===== config.mk =====
export PLATFORM = sky130hd
export DESIGN_NAME = cap_pwm
export DESIGN_NICKNAME = d
export VERILOG_FILES = /design/src/rtl/cap_pkg.sv /design/src/rtl/cap_dbuf.sv /design/src/rtl/cap_seq.sv /design/src/rtl/cap_outstage.sv /design/src/rtl/cap_pwm.sv
export SDC_FILE = /design/constraint.sdc
export NUM_CORES = 1
export LEC_CHECK = 0
export CAP_MARGIN = 20
export CORE_ASPECT_RATIO = 1.1
export CORE_UTILIZATION = 32
export CTS_BUF_LIST = sky130_fd_sc_hd__clkbuf_8 sky130_fd_sc_hd__clkbuf_16
export DETAILED_ROUTE_END_ITERATION = 10
export PLACE_DENSITY_LB_ADDON = 0.08
export SYNTH_ARGS = -nofsm -noshare
export SYNTH_HDL_FRONTEND = slang
export SYNTH_HIERARCHICAL = 1
export SYNTH_SLANG_ARGS = --single-unit

===== constraint.sdc =====
create_clock -name clk -period 6.9 [get_ports clk]
set_input_delay 2.07 -clock clk [delete_from_list [all_inputs] [get_ports clk]]
set_output_delay 2.07 -clock clk [all_outputs]
set_load 0.05 [all_outputs]

===== src/rtl/cap_pkg.sv =====
package cap_pkg;
    typedef enum logic [1:0] {
        ST_OFF  = 2'd0,
        ST_HOLD = 2'd1,
        ST_UP   = 2'd2,
        ST_DOWN = 2'd3
    } cap_state_e;
endpackage


===== src/rtl/cap_dbuf.sv =====
module cap_dbuf #(
    parameter int W = 8
) (
    input  logic         clk,
    input  logic         rst_n,
    input  logic         per_wr_i,
    input  logic [W-1:0] per_wdata_i,
    input  logic         duty_wr_i,
    input  logic [W-1:0] duty_wdata_i,
    input  logic         load_i,
    output logic [W-1:0] sh_per_o,
    output logic [W-1:0] act_per_o,
    output logic [W-1:0] duty_nxt_o
);
    logic [W-1:0] sh_per_q, sh_duty_q;
    logic [W-1:0] act_per_q, act_duty_q;

    // shadow copies: written on any clock
    always_ff @(posedge clk or negedge rst_n) begin
        if (!rst_n) begin
            sh_per_q  <= '0;
            sh_duty_q <= '0;
        end else begin
            if (per_wr_i)  sh_per_q  <= per_wdata_i;
            if (duty_wr_i) sh_duty_q <= duty_wdata_i;
        end
    end

    // working copies: only on the load strobe from the sequencer
    always_ff @(posedge clk or negedge rst_n) begin
        if (!rst_n) begin
            act_per_q  <= '0;
            act_duty_q <= '0;
        end else if (load_i) begin
            act_per_q  <= sh_per_q;
            act_duty_q <= sh_duty_q;
        end
    end

    assign sh_per_o   = sh_per_q;
    assign act_per_o  = act_per_q;
    assign duty_nxt_o = load_i ? sh_duty_q : act_duty_q;

    // working values never move outside a load
    p_no_stray_load_r9: assert property (@(posedge clk) disable iff (!rst_n)
        !load_i |=> ($stable(act_per_q) && $stable(act_duty_q)));
endmodule


===== src/rtl/cap_seq.sv =====
module cap_seq
    import cap_pkg::*;
#(
    parameter int W = 8
) (
    input  logic         clk,
    input  logic         rst_n,
    input  logic         tick_i,
    input  logic         en_i,
    input  logic [W-1:0] sh_per_i,
    input  logic [W-1:0] act_per_i,
    output cap_state_e   state_nxt_o,
    output logic [W-1:0] cnt_nxt_o,
    output logic         load_o
);
    localparam logic [W-1:0] ONE = W'(1);

    cap_state_e   state_q, state_nxt;
    logic [W-1:0] cnt_q, cnt_nxt;
    logic         load;

    always_ff @(posedge clk or negedge rst_n) begin
        if (!rst_n) begin
            state_q <= ST_OFF;
            cnt_q   <= '0;
        end else begin
            state_q <= state_nxt;
            cnt_q   <= cnt_nxt;
        end
    end

    always_comb begin
        state_nxt = state_q;
        cnt_nxt   = cnt_q;
        load      = 1'b0;
        unique case (state_q)
            ST_OFF: begin
                load    = 1'b1;
                cnt_nxt = '0;
                if (en_i) state_nxt = (sh_per_i == '0) ? ST_HOLD : ST_UP;
            end
            ST_HOLD: begin
                cnt_nxt = '0;
                if (!en_i) begin
                    state_nxt = ST_OFF;
                end else if (tick_i) begin
                    load = 1'b1;
                    if (sh_per_i != '0) state_nxt = ST_UP;
                end
            end
            ST_UP: begin
                if (!en_i) begin
                    state_nxt = ST_OFF;
                    cnt_nxt   = '0;
                end else if (tick_i) begin
                    if (cnt_q == act_per_i - ONE) begin
                        cnt_nxt   = act_per_i;
                        state_nxt = ST_DOWN;
                    end else begin
                        cnt_nxt = cnt_q + ONE;
                    end
                end
            end
            ST_DOWN: begin
                if (!en_i) begin
                    state_nxt = ST_OFF;
                    cnt_nxt   = '0;
                end else if (tick_i) begin
                    if (cnt_q == ONE) begin
                        cnt_nxt   = '0;
                        load      = 1'b1;
                        state_nxt = (sh_per_i == '0) ? ST_HOLD : ST_UP;
                    end else begin
                        cnt_nxt = cnt_q - ONE;
                    end
                end
            end
            default: begin
                state_nxt = ST_OFF;
                cnt_nxt   = '0;
            end
        endcase
    end

    assign state_nxt_o = state_nxt;
    assign cnt_nxt_o   = cnt_nxt;
    assign load_o      = load;

    // a running counter never passes the working period
    p_cnt_in_range_r4: assert property (@(posedge clk) disable iff (!rst_n)
        (state_q == ST_UP || state_q == ST_DOWN) |-> (cnt_q <= act_per_i));
    // the top of the up-count turns the direction
    p_turn_down_r3: assert property (@(posedge clk) disable iff (!rst_n)
        (state_q == ST_UP && en_i && tick_i && cnt_q == act_per_i - ONE)
        |=> (state_q == ST_DOWN && cnt_q == $past(act_per_i)));
    // zero period parks the counter
    p_hold_at_zero_r8: assert property (@(posedge clk) disable iff (!rst_n)
        (state_q == ST_HOLD) |-> (cnt_q == '0));
    // no tick, no movement
    p_no_tick_stable_r10: assert property (@(posedge clk) disable iff (!rst_n)
        ((state_q == ST_UP || state_q == ST_DOWN) && en_i && !tick_i)
        |=> ($stable(cnt_q) && $stable(state_q)));
endmodule


===== src/rtl/cap_outstage.sv =====
module cap_outstage
    import cap_pkg::*;
#(
    parameter int W = 8
) (
    input  logic         clk,
    input  logic         rst_n,
    input  logic         en_i,
    input  logic         pol_i,
    input  cap_state_e   state_nxt_i,
    input  logic [W-1:0] cnt_nxt_i,
    input  logic [W-1:0] duty_nxt_i,
    output logic         out_o
);
    logic active;
    logic out_q;

    always_comb begin
        unique case (state_nxt_i)
            ST_UP:   active = (cnt_nxt_i <  duty_nxt_i);
            ST_DOWN: active = (cnt_nxt_i <= duty_nxt_i);
            default: active = 1'b0;
        endcase
    end

    always_ff @(posedge clk or negedge rst_n) begin
        if (!rst_n) out_q <= 1'b0;
        else        out_q <= active ? pol_i : ~pol_i;
    end

    assign out_o = out_q;

    // disabled channel shows the idle level one edge later
    p_idle_level_r2: assert property (@(posedge clk) disable iff (!rst_n)
        !en_i |=> (out_q == ~$past(pol_i)));
endmodule


===== src/rtl/cap_pwm.sv =====
module cap_pwm
    import cap_pkg::*;
#(
    parameter int W = 8
) (
    input  logic         clk,
    input  logic         rst_n,
    input  logic         tick,
    input  logic         chan_en,
    input  logic         per_wr,
    input  logic [W-1:0] per_wdata,
    input  logic         duty_wr,
    input  logic [W-1:0] duty_wdata,
    input  logic         polarity,
    output logic         pwm_out
);
    logic [W-1:0] sh_per, act_per, duty_nxt, cnt_nxt;
    logic         load;
    cap_state_e   state_nxt;

    cap_dbuf #(.W(W)) u_dbuf (
        .clk          (clk),
        .rst_n        (rst_n),
        .per_wr_i     (per_wr),
        .per_wdata_i  (per_wdata),
        .duty_wr_i    (duty_wr),
        .duty_wdata_i (duty_wdata),
        .load_i       (load),
        .sh_per_o     (sh_per),
        .act_per_o    (act_per),
        .duty_nxt_o   (duty_nxt)
    );

    cap_seq #(.W(W)) u_seq (
        .clk         (clk),
        .rst_n       (rst_n),
        .tick_i      (tick),
        .en_i        (chan_en),
        .sh_per_i    (sh_per),
        .act_per_i   (act_per),
        .state_nxt_o (state_nxt),
        .cnt_nxt_o   (cnt_nxt),
        .load_o      (load)
    );

    cap_outstage #(.W(W)) u_out (
        .clk         (clk),
        .rst_n       (rst_n),
        .en_i        (chan_en),
        .pol_i       (polarity),
        .state_nxt_i (state_nxt),
        .cnt_nxt_i   (cnt_nxt),
        .duty_nxt_i  (duty_nxt),
        .out_o       (pwm_out)
    );
endmodule


* Word-level counts from Yosys, hierarchy flattened *
Cells that the tools add are included.

word-level totals
  bits in read-only memories = 0
  latch bits = 0
  memories kept = 0
  bits in writable memories = 0
  input port bits = 23
  register bits = 43

operators by class
  add/sub/neg operators = 3
  $lt $le $gt $ge = 2
  multiply operators = 0
  equality and inequality tests = 7
  bitwise operators = 1
  reduce and logical (&&, ||, !) cells = 4
  shift operators = 0
  div/mod/pow operators = 0
  muxes and demuxes = 28

operator list
  kind                   number
  $mux W8                7
  $pmux W8 S3            1
  $mux W2                11
  $sub A8 B1 Y8 const B  2
  $add A8 B1 Y8 const B  1
  $eq A2 B2 Y1 const B   4
  $eq A8 B1 Y1 const B   1
  $eq A8 B8 Y1           1
  $le A8 B8 Y1           1
  $logic_not A8 Y1       1
  $lt A8 B8 Y1           1
  $pmux W2 S4            1
  $reduce_bool A8 Y1     1
  $mux W1                6
  $pmux W1 S3            1
  $eq A2 B1 Y1 const B   1
  $logic_not A2 Y1       1
  $pmux W1 S2            1
  $reduce_or A2 Y1       1
  $not A1 Y1             1

* Logic depth before layout (Yosys ltp) *
  depth after elaboration = 9
  mapped depth = 16
  mapped depth without buffers = 14

* By module *
Netlist, hierarchy kept.

by module, submodules not included
  module        times used  cells each  area each (sq um)
  cap_seq       1           175         1313.8
  cap_dbuf      1           68          1239.9
  cap_outstage  1           30          244.0

* Least setup slack after synthesis *
Ideal clock, no wire load.

  kind = input to register
  from = input port tick
  to = register u_out.out_q, in the netlist u_out/out_o
  setup time = 0.080 ns
  data arrival time = 4.438 ns
  slack = 2.382 ns
  cell stages on the path = 13
  cells stage by stage = buf_2 nor2b_1 and4_1 or2_2 clkbuf_1 o41ai_1 a21oi_1 a211oi_1 ha_1 a211oi_1 o21ai_1 o22ai_2 xnor2_1

between the ends
  elaborated cells between the ends (all ways) = 24
  those cells by class = 2 x order compare; 2 x eq/ne; 20 x mux

RTL lines
  item                                                 RTL line                                RTL
  start: declaration                                   cap_pwm.sv:8                            input logic tick,
  $mux W8, on equally long branches                    cap_seq.sv:68, cap_seq.sv:55
  $mux W8, on equally long branches                    cap_seq.sv:65, cap_seq.sv:52
  $pmux W8 S3 *                                        cap_seq.sv:36                           unique case (state_q)
  via cnt_nxt[5]                                       cap_pwm.sv:17                           logic [W-1:0] sh_per, act_per, duty_nxt, cnt_nxt;
  $le A8 B8 Y1 / $lt A8 B8 Y1 (equally long branches)  cap_outstage.sv:21, cap_outstage.sv:20
  $pmux W1 S2 *                                        cap_outstage.sv:19                      unique case (state_nxt_i)
  $mux W1 *                                            cap_outstage.sv:28                      else out_q <= active ? pol_i : ~pol_i;
  end signal: assignment                               cap_outstage.sv:28
  end: declaration                                     cap_outstage.sv:16                      logic out_q;

Mark *: on every way through the listed nets, which the timed path passes. The rest lies on a longest branch.
A chain may end at the register's enable or synchronous reset.

* Worst setup path in the final report *
Ends and elaborated chain as after synthesis.

==> results.sh <==
export IMPL_hold_violations=0
export IMPL_async_reset_ff_share_pct=100
export IMPL_combinational_family_with_the_most_area_after_synthesis="compound AO/OA/AOI/OAI gates"
export IMPL_floorplan_die_area_sq_um=9120
export IMPL_yosysWarningCount=6
export IMPL_finalSetupTns_ns=0
export IMPL_grt_pass1_wl_mm=10.7
export IMPL_critical_path_class="input pin to flip-flop"
export IMPL_grt_setup_unrepaired="false"
export IMPL_required_time_reported_for_the_critical_path_endpoint_ns=7.11
export IMPL_final_setup_skew_ns=0.00660
export IMPL_synth_nets=308
export IMPL_yosys_mux_area_fraction_pct=14.6
export IMPL_cts_hold_fix_buffers=0
export IMPL_synth_compound_gate_area_share_pct=16.1
export IMPL_gpl_final_weighted_congestion=0.817
export IMPL_switching_share_pct=28.5
export IMPL_routed_via_count=2076
export IMPL_timing_critical_path_fanout_max=19
export IMPL_clk_path_buf_depth=2
export IMPL_post_route_drc_count=0
export IMPL_max_freq_mhz=190
export IMPL_grt_max_degree=44
export IMPL_timing_final_max_slew_violations=0
export IMPL_yosys_cell_types_count=51
export IMPL_post_route_cells_drive_above_1_share_pct=17.9
export IMPL_r2r_worst_path_cells=11
export IMPL_post_cts_resized_instances=0
export IMPL_root_buffer="clkbuf_8"
export IMPL_nets=324
export IMPL_tritoncts_clock_tree="yes"
export IMPL_syn_area_per_cell_sq_um=10.2
export IMPL_ys_ff_latch=43
export IMPL_share_seq_of_total_power_pct=46.8
export IMPL_run_status="completed"
export IMPL_clkLatencyLatePin_ns=0.29
export IMPL_path_clk_slew_ns=0.08
export IMPL_power_ir_vdd_worst_v=0.000109
export IMPL_synth_seq_area_share_pct=38.5
export IMPL_min_from="u_dbuf/act_duty_q[7]"
export IMPL_crit_path_end_kind="flip-flop"
export IMPL_floorplan_initialDensity_pct=33.3
export IMPL_number_of_iterations_in_the_first_detailed_routing_pass=4
export IMPL_ys_flop_type="dfrtp_1"
export IMPL_maxSlewHeadroom_pct=30.1
export IMPL_core_region_area_sq_um=8410
export IMPL_grt_pass1_vias=2022
export IMPL_netlist_top_cells_count="dfrtp_1 (43), mux2_2 (22), nor2_1 (19), inv_1 (17), o21ai_0 (14)"
export IMPL_p_clk_share_pct=30.3
export IMPL_tritoncts_num_buffers=5
export IMPL_r2r_end="u_out/out_o"
export IMPL_rows=35
export IMPL_power_static_leakage_nw=1.30
export IMPL_route_antenna_remaining_nets=0
export IMPL_max_cap_violations=0
export IMPL_layout_filler_cells=867
export IMPL_yosysMostFrequentCell="dfrtp_1"
export IMPL_r2r_setup_slack_ns=3.16
export IMPL_chipWidth_um=91.2
export IMPL_synthDominantCellAreaShare_pct=38.5
export IMPL_worst_hold_path_cells=1
export IMPL_signed_area_change_from_the_synthesized_netlist_to_the_final_layout_pct=14.2
export IMPL_clock_sinks=43
export IMPL_pwr_density_cell_nw_per_um2=208
export IMPL_drt_iter0_drc=65
export IMPL_viasPerCell=5.18
export IMPL_cp_arrival_ns=5.46
export IMPL_area_share_of_xor_xnor_cells_in_the_synthesized_design_pct=5.32
export IMPL_setup_violations=0
export IMPL_fin_hold_ws_ns=0.498
export IMPL_grt_antenna_before_repair=0
export IMPL_io_pin_count=24
export IMPL_syn_inst_count=273
export IMPL_synth_fa_ha_area_share_pct=5.37
export IMPL_wire_per_inst_um=15.7
export IMPL_critPathLaunchType="input pin"
export IMPL_cts_repair_timing_setup_buffer_count=0
export IMPL_final_period_minus_worst_setup_slack_ns=5.25
export IMPL_port_buffers=23
export IMPL_number_of_h_tree_levels=2
export IMPL_p_int_uw=475
export IMPL_final_period_utilization_pct=76.1
export IMPL_post_synth_and_or_nand_nor_area_fraction_pct=14.0
export IMPL_power_frac_comb_pct=22.9
export IMPL_drt_total_wl_mm=6.30
export IMPL_slew_at_the_pin_with_the_worst_max_slew_slack_ns=1.05
export IMPL_hold_path_class="flip-flop to flip-flop"
export IMPL_grt_ovfl_total=0
export IMPL_floorplan_die_height_um=100
export IMPL_synth_enable_flop_cells=0
export IMPL_crit_reg2reg_launch="u_dbuf/act_per_o[2]"
export IMPL_synth_top_cell_by_area="dfrtp_1"
export IMPL_globalRouteTotalUtil_pct=14.9
export IMPL_switching_component_of_the_power_uw=189
export IMPL_netlist_area_before_placement_sq_um=2800
export IMPL_synth_area_leaders="dfrtp_1 (38%), mux2_2 (8.9%), ha_1 (5.4%)"
export IMPL_n_antenna_cell=0
export IMPL_min_to="u_dbuf/act_duty_q[7]"
export IMPL_detailed_place_hpwl_mm=4.66
cell families (layout without fill, tap and decap cells):
| group | count (synthesis) | count (layout) |
|---|---|---|
| xor gates and xnor gates | 17 | 17 |
| muxes | 33 | 33 |
| and+or+nand+nor | 72 | 72 |
| buffers and inverters | 32 | 49 |
| DFF | 43 | 43 |
| AOI/OAI and AO/OA | 64 | 64 |
| adders and majority gates | 12 | 12 |
sequential cells by signal, summed over array words and instances, names as in the netlist:
name / flops
u_seq/state_q: 2
u_dbuf/sh_duty_q: 8
u_dbuf/sh_per_o: 8
u_seq/cnt_q: 8
u_dbuf/act_duty_q: 8
u_out/out_o: 1
u_dbuf/act_per_o: 8
power by group through the flow:
stage | clock network (mW) | registers [mW] | logic (mW)
floorplan | 0 | 0.304 | 0.118
global placement | 0 | 0.316 | 0.151
detailed placement | 0 | 0.316 | 0.151
CTS | 0.211 | 0.311 | 0.153
global route | 0.224 | 0.316 | 0.169
finish | 0.201 | 0.311 | 0.152
worst max-delay path: stages:
cell             delay, ns
clkdlybuf4s50_1       0.85
or4b_2                0.66
nor2_1                0.17
xnor2_1               0.08
o21ai_0               0.23
a211oi_1              0.08
a211oi_1              0.39
ha_1                  0.32
a211oi_1              0.24
o21ai_1               0.12
o22ai_2               0.13
xnor2_1               0.13
cell type report:
cell class / count / area, sq um / share of cell area, %
Multi-Input combinational cell: 198 / 1550 / 48.6
Sequential cell: 43 / 1080 / 33.7
Timing Repair Buffer: 24 / 245 / 7.68
Tap cell: 111 / 139 / 4.35
Clock buffer: 6 / 82.6 / 2.59
Inverter: 17 / 63.8 / 2.00
Clock inverter: 2 / 35.0 / 1.10
metrics by stage:
stage	setup WS (ns)	area, sq um	util, %	power, mW	cells
global placement	1.42	3060	36.4	0.467	392
global route	1.37	3190	38.0	0.709	401
finish	1.65	3190	38.0	0.664	401
floorplan	2.38	2800	-	0.422	273
CTS	1.66	3170	37.8	0.675	400
detailed placement	1.37	3060	36.4	0.467	392
layer usage:
layer / part of all wire [%] / vias to the layer above / track usage (%)
met4: 1.6 / 0 / 4.88
met5: 0 / - / 0
met2: 47 / 29 / 23.5
li1: - / 1025 / -
met1: 50 / 1014 / 20.9
met3: 2.1 / 8 / 2.20
layout by cell type, fill, tap and decap left out, types with 10 or more instances in the layout:
cell,instances
a211oi_1,11
a21oi_1,12
clkdlybuf4s50_1,22
dfrtp_1,43
ha_1,12
inv_1,17
mux2_2,22
mux2_4,10
nor2_1,19
o21ai_0,13
xnor2_1,13
how the worst max path moves through the flow:
stage | from | cells after the start | endpoint | slack [ns]
after floorplan | tick | 13 | u_out/out_o | 2.38
after global placement | tick | 13 | u_out/out_o | 1.42
after detailed placement | tick | 13 | u_out/out_o | 1.37
after CTS | tick | 13 | u_out/out_o | 1.66
after global routing | tick | 13 | u_out/out_o | 1.37
final | tick | 12 | u_out/out_o | 1.65
Note: power is estimated with default switching activity, not from simulation.
